`src/rtl/coll_sig_pkg.sv`:
```
// Package: shared types for the collision indicator controller.
// Assumes: nothing beyond the standard language.
package coll_sig_pkg;

    // Heartbeat sequencer states
    typedef enum logic [1:0] {
        HB_IDLE  = 2'd0,
        HB_WAIT  = 2'd1,
        HB_BURST = 2'd2
    } hb_state_t;

    // Width needed to count 0..n
    function automatic int cnt_width(input int n);
        return (n < 2) ? 1 : $clog2(n + 1);
    endfunction

endpackage

```
`src/rtl/coll_tone_gen.sv`:
```
// Module: coll_tone_gen
// Free-running divider that makes a square tone of period DIV cycles,
// high for the first DIV/2 counts of each period.
// Assumes: DIV is even and at least 2; the tone runs from reset release.
module coll_tone_gen #(
    parameter int DIV = 10
) (
    input  logic clk,
    input  logic rst_n,
    output logic tone
);
    import coll_sig_pkg::*;

    localparam int CW = cnt_width(DIV);
    localparam logic [CW-1:0] LAST = CW'(DIV - 1);
    localparam logic [CW-1:0] HALF = CW'(DIV / 2);

    logic [CW-1:0] phase_q;

    // Advance the phase counter and wrap at the end of a period
    always_ff @(posedge clk) begin
        if (!rst_n) begin
            phase_q <= '0;
        end else if (phase_q == LAST) begin
            phase_q <= '0;
        end else begin
            phase_q <= phase_q + 1'b1;
        end
    end

    // Tone is high in the first half of each period
    always_comb begin
        tone = (phase_q < HALF);
    end

endmodule

```
`src/rtl/coll_jabber.sv`:
```
// Module: coll_jabber
// Jabber guard. Counts consecutive active samples of tx_valid. After
// JAB_LIMIT of them it latches. It releases only after UNJAB consecutive
// quiet samples; any active sample during the wait restarts it.
// Assumes: tx_valid is synchronous to clk; JAB_LIMIT and UNJAB >= 2.
module coll_jabber #(
    parameter int JAB_LIMIT = 200,
    parameter int UNJAB     = 500
) (
    input  logic clk,
    input  logic rst_n,
    input  logic tx_valid,
    output logic jabbed
);
    import coll_sig_pkg::*;

    localparam int JW = cnt_width(JAB_LIMIT);
    localparam int UW = cnt_width(UNJAB);
    localparam logic [JW-1:0] JAB_LAST = JW'(JAB_LIMIT - 1);
    localparam logic [UW-1:0] UNJ_LAST = UW'(UNJAB - 1);

    logic [JW-1:0] act_cnt_q;
    logic [UW-1:0] quiet_cnt_q;
    logic          jabbed_q;

    // Activity counter: runs while active and not latched
    always_ff @(posedge clk) begin
        if (!rst_n || jabbed_q || !tx_valid) begin
            act_cnt_q <= '0;
        end else if (act_cnt_q != JAB_LAST) begin
            act_cnt_q <= act_cnt_q + 1'b1;
        end
    end

    // Quiet counter: runs only while latched and idle
    always_ff @(posedge clk) begin
        if (!rst_n || !jabbed_q || tx_valid) begin
            quiet_cnt_q <= '0;
        end else if (quiet_cnt_q != UNJ_LAST) begin
            quiet_cnt_q <= quiet_cnt_q + 1'b1;
        end
    end

    // Latch: set at the end of the activity limit, clear at the end of the quiet wait
    always_ff @(posedge clk) begin
        if (!rst_n) begin
            jabbed_q <= 1'b0;
        end else if (!jabbed_q && tx_valid && act_cnt_q == JAB_LAST) begin
            jabbed_q <= 1'b1;
        end else if (jabbed_q && !tx_valid && quiet_cnt_q == UNJ_LAST) begin
            jabbed_q <= 1'b0;
        end
    end

    assign jabbed = jabbed_q;

endmodule

```
`src/rtl/coll_heartbeat.sv`:
```
// Module: coll_heartbeat
// Heartbeat sequencer. A tx_end pulse, while enabled and not jabbing,
// starts a wait of HB_DELAY cycles and then a burst of HB_WIDTH cycles.
// A new pulse restarts the wait. Dropping hb_en cancels at the next edge.
// Assumes: tx_end is a one-cycle pulse; HB_DELAY and HB_WIDTH >= 1.
module coll_heartbeat #(
    parameter int HB_DELAY = 110,
    parameter int HB_WIDTH = 100
) (
    input  logic clk,
    input  logic rst_n,
    input  logic tx_end,
    input  logic hb_en,
    input  logic jabbed,
    output logic burst
);
    import coll_sig_pkg::*;

    localparam int HB_MAX = (HB_DELAY > HB_WIDTH) ? HB_DELAY : HB_WIDTH;
    localparam int HW     = cnt_width(HB_MAX);
    localparam logic [HW-1:0] DLY_LAST = HW'(HB_DELAY - 1);
    localparam logic [HW-1:0] WID_LAST = HW'(HB_WIDTH - 1);

    hb_state_t     state_q;
    logic [HW-1:0] cnt_q;
    logic          start;

    // A heartbeat may start only when enabled and the guard is idle
    always_comb begin
        start = tx_end && hb_en && !jabbed;
    end

    // Sequence idle -> wait -> burst -> idle with one shared counter
    always_ff @(posedge clk) begin
        if (!rst_n || !hb_en) begin
            state_q <= HB_IDLE;
            cnt_q   <= '0;
        end else if (start) begin
            state_q <= HB_WAIT;
            cnt_q   <= '0;
        end else begin
            case (state_q)
                HB_WAIT: begin
                    if (cnt_q == DLY_LAST) begin
                        state_q <= HB_BURST;
                        cnt_q   <= '0;
                    end else begin
                        cnt_q <= cnt_q + 1'b1;
                    end
                end
                HB_BURST: begin
                    if (cnt_q == WID_LAST) begin
                        state_q <= HB_IDLE;
                        cnt_q   <= '0;
                    end else begin
                        cnt_q <= cnt_q + 1'b1;
                    end
                end
                default: begin
                    state_q <= HB_IDLE;
                    cnt_q   <= '0;
                end
            endcase
        end
    end

    assign burst = (state_q == HB_BURST);

endmodule

```
`src/rtl/coll_sig_ctrl.sv`:
```
// Module: coll_sig_ctrl (top)
// Merges the external collision flag, the jabber guard and the heartbeat
// into one indication, gates the divided tone with it and drives the
// transmitter disable from the guard.
// Assumes: every input is synchronous to clk; coll_det is already filtered.
module coll_sig_ctrl #(
    parameter int DIV       = 10,
    parameter int JAB_LIMIT = 200,
    parameter int UNJAB     = 500,
    parameter int HB_DELAY  = 110,
    parameter int HB_WIDTH  = 100
) (
    input  logic clk,
    input  logic rst_n,
    input  logic tx_valid,
    input  logic tx_end,
    input  logic coll_det,
    input  logic hb_en,
    output logic coll_active,
    output logic coll_tone,
    output logic tx_inhibit
);

    logic tone;
    logic jabbed;
    logic burst;

    coll_tone_gen #(.DIV(DIV)) u_tone (
        .clk   (clk),
        .rst_n (rst_n),
        .tone  (tone)
    );

    coll_jabber #(.JAB_LIMIT(JAB_LIMIT), .UNJAB(UNJAB)) u_jab (
        .clk      (clk),
        .rst_n    (rst_n),
        .tx_valid (tx_valid),
        .jabbed   (jabbed)
    );

    coll_heartbeat #(.HB_DELAY(HB_DELAY), .HB_WIDTH(HB_WIDTH)) u_hb (
        .clk    (clk),
        .rst_n  (rst_n),
        .tx_end (tx_end),
        .hb_en  (hb_en),
        .jabbed (jabbed),
        .burst  (burst)
    );

    // Indication from any source; the tone passes only while it is on
    always_comb begin
        coll_active = coll_det | jabbed | burst;
        coll_tone   = coll_active & tone;
        tx_inhibit  = jabbed;
    end

endmodule

```
`config.mk`:
```
export PLATFORM = sky130hd
export DESIGN_NAME = coll_sig_ctrl
export DESIGN_NICKNAME = d
export VERILOG_FILES = /design/src/rtl/coll_sig_pkg.sv /design/src/rtl/coll_tone_gen.sv /design/src/rtl/coll_jabber.sv /design/src/rtl/coll_heartbeat.sv /design/src/rtl/coll_sig_ctrl.sv
export SDC_FILE = /design/constraint.sdc
export NUM_CORES = 1
export LEC_CHECK = 0
export ABC_CLOCK_PERIOD_IN_PS = 1700
export BUFFER_PORTS_ARGS = -buffer_cell sky130_fd_sc_hd__clkbuf_2
export CAP_MARGIN = 20
export CORE_UTILIZATION = 55
export CTS_CLUSTER_SIZE = 8
export DETAILED_ROUTE_END_ITERATION = 10
export PLACE_DENSITY = 0.77
export SLEW_MARGIN = 20
export SYNTH_ARGS = -nofsm -noshare
export SYNTH_HDL_FRONTEND = slang
export SYNTH_SLANG_ARGS = --single-unit
```
`constraint.sdc`:
```
create_clock -name clk -period 1.7 [get_ports clk]
set_input_delay 0.34 -clock clk [delete_from_list [all_inputs] [get_ports clk]]
set_output_delay 0.34 -clock clk [all_outputs]
set_load 0.01 [all_outputs]
```
==> summary.txt <==
Yosys
  • Net Count, Synth: 188
  • Syn_area_per_cell: 9.012 um^2
  • Synth Register Bits: 31
  • Unique masters post-synth: 42
  • Post-synthesis adder-cell area fraction: 7.223%
  • Post-synthesis mux area share: 0%
  • Synthesized cell area: 1559 um^2
  • Synth Instances: 173
  • Synth warnings: 0
  • Post-Synth Simple-Gate Area: 25.68%
  • Largest area contributor in the netlist: dfxtp_1
  • Synth top area share: 39.81%
  • Post-Synth XOR/XNOR Area: 4.494%
  • Largest cells by area after synthesis: dfxtp_1, ha_1, o21ai_0, or3_1, a21oi_1
  • Main combinational cell family by area after synthesis: simple AND/OR/NAND/NOR gates
  • Post-synthesis sequential area ratio: 39.81%
  • Post-synth EDFFs: 0
  • Post-synthesis compound-gate area fraction: 19.82%
  • Async SR Flop Fraction: 0%
  • Ys flop type: dfxtp_1

Clocking
  • CTS clk-pin slew, worst paths: 0.10 ns
  • TritonCTS clock tree: yes
  • Longest Clk Path Bufs: 2
  • Worst skew pair latency: 0.33 ns
  • H-Tree Depth: 2
  • Root Buffer: clkbuf_4
  • TritonCTS Buffers: 5
  • # clock sinks: 31

Setup path
  • WP data required: 1.36 ns
  • Crit end category: primary output
  • Crit path kind: flop to primary output
  • WP data arrival: 1.48 ns
  • Crit-path max FO: 2
  • Critical Path Start Type: flop

Drt
  • Residual DRC: 0
  • Routed wire length: 2.957 mm
  • Vias post-DR: 1327
  • Average wire per standard cell: 13.38 um
  • Via/cell ratio: 6.005
  • 1st-pass router iterations: 4
  • Drt first-iter violations: 37
  • Antenna-violating nets left: 0

GRT
  • Overall Global Routing Usage: 20.34%
  • Largest net degree at the start of global routing: 10
  • Congestion Overflow GR: 0
  • Met2 Use GR: 30.64%
  • Grt met3 use: 7.026%
  • Global-route wire length before repair: 4.974 mm
  • GRT Max-Usage Layer: met2
  • M1 GR Usage: 27.33%
  • Initial antenna violation count: 0
  • Vias in the first global route: 1128

STA
  • Slew HR: 72.67%
  • Final setup violation count: 2
  • Fin crit period: 1.820 ns
  • Peak Freq: 549.5 MHz
  • RSZ-0062 raised after global routing: yes
  • Setup TNS Final: -0.1295 ns
  • Slew Limit Fails: 0
  • Final hold vios: 0
  • Slew of the pin with the lowest slew margin: 0.4090 ns
  • Period utilization: 107.0%
  • Setup ws final: -0.1198 ns
  • Fin Clk Skew: 0.01255 ns

Floorplan
  • Die X-Extent: 55.24 um
  • Die Area: 3051 um^2
  • Die height: 55.24 um
  • # rows: 18
  • Initial Util: 60.72%
  • Core footprint: 2567 um^2
  • Io pins: 9

Place
  • Post-Place Cells: 209
  • I/O Buffers: 8
  • Pre-CTS setup slack: 0.1490 ns
  • HPWL Detailed: 2.055 mm
  • Routability Congestion: 0.8154

Cells and area
  • Commonest non-fill, non-tap cell in the layout: dfxtp_1
  • Antenna diodes: 0
  • Synth-to-Final Area Change: 12.28%
  • Proportion of layout cells with a drive suffix above 1: 16.75%
  • Fin cells: 221
  • Final layout net count: 206
  • Most frequent cells in the layout: dfxtp_1, o21ai_0, a21oi_1, nand3_1, or3_1

Run
  • Max-cap violation count: 0

Status
  • Violated checks: negative setup slack
  • Outcome: complete, but fails checks

Hold path
  • Worst hold path class: input pin to flop

Power
  • Pwr dens: 714.1 nW/um^2
  • Peak supply drop: 801.9 uV
  • Lkg Pwr: 0.0005865 uW
==> critical path, cell delays in order (launching register included) <==
cell     delay (ns)
dfxtp_2        0.35
inv_2          0.05
ha_4           0.15
or3_4          0.33
and2_4         0.15
buf_6          0.11
==> sequential cells by signal, indices dropped and copies added (netlist names) <==
name and count:
u_jab.quiet_cnt_q 9, u_jab.act_cnt_q 8, u_hb.cnt_q 7, u_tone.phase_q 4
u_hb.state_q 2, u_jab.jabbed 1
==> power by group <==
| group | switching, uW | leakage [uW] | internal (uW) | total [uW] |
|---|---|---|---|---|
| registers | 11.5 | 0.000251 | 736 | 747 |
| logic | 34.5 | 0.000301 | 32.3 | 66.8 |
| clock network | 245 | 0.0000341 | 191 | 436 |
| total | 291 | 0.000586 | 959 | 1250 |
==> cells in the mapped netlist (all sizes together), types with 5 or more instances <==
cell type  count
a211oi         7
a21boi         5
a21oi         11
dfxtp         31
ha             9
inv            8
nand2          9
nand3         12
nor2           7
nor3           5
o21ai         18
or3           11
xor2           5
==> cells by family (layout without fill, tap and decap cells) <==
| family | after synthesis | count (layout) |
|---|---|---|
| and+or+nand+nor | 67 | 67 |
| buffers and inverters | 11 | 29 |
| adders and majority gates | 9 | 9 |
| xor gates and xnor gates | 8 | 8 |
| AOI/OAI and AO/OA | 47 | 47 |
| DFF | 31 | 31 |
==> final timing paths <==
path	from	end	slack, ns	cells after the start
worst max-delay path	u_hb.state_q[0]$_SDFFE_PP0P_	coll_tone	-0.12	5
worst min-delay path	hb_en	u_hb.state_q[0]$_SDFFE_PP0P_	0.28	3
worst max register to register	u_hb.cnt_q[0]$_SDFF_PP0_	u_hb.state_q[1]$_SDFFE_PP0P_	0.13	4
worst min register to register	u_tone.phase_q[0]$_SDFF_PP0_	u_tone.phase_q[0]$_SDFF_PP0_	0.48	1
==> stage by stage <==
step	power [uW]	cell area [um^2]	utilization, %	hold slack, ns
2_1_floorplan	799.9	1559	-	0.4491
3_3_place_gp	813.8	1628	63.40	0.4651
4_1_cts	1257	1728	67.30	0.2661
6_report	1250	1750	68.18	0.2805
3_5_place_dp	819.0	1628	63.40	0.4817
5_1_grt	1297	1750	68.18	0.2884
==> final cells by class <==
| class | instances | area (um^2) |
|---|---|---|
| multi-input combinational | 131 | 912.1 |
| fill | 219 | 817.0 |
| sequential | 31 | 623.1 |
| timing repair buffer | 14 | 91.34 |
| clock buffer | 6 | 51.30 |
| tap | 30 | 37.54 |
| inverter | 8 | 30.03 |
| clock inverter | 1 | 5.005 |
==> routing by layer <==
metal | wire length (um) | share of wire (%)
met1 | 1460 | 49
met3 | 92 | 3.1
met5 | 0 | 0
met2 | 1364 | 46
met4 | 40 | 1.4
==> timing repair <==
action                                  4_1_cts  5_1_grt
setup buffers                                 3        2
pin swaps                                     1        1
hold buffers                                  0        0
endpoints found under the setup margin        2        2
endpoints found under the hold margin         0        0
resized for setup                             6        4
Power figures use the tool's default switching activity.
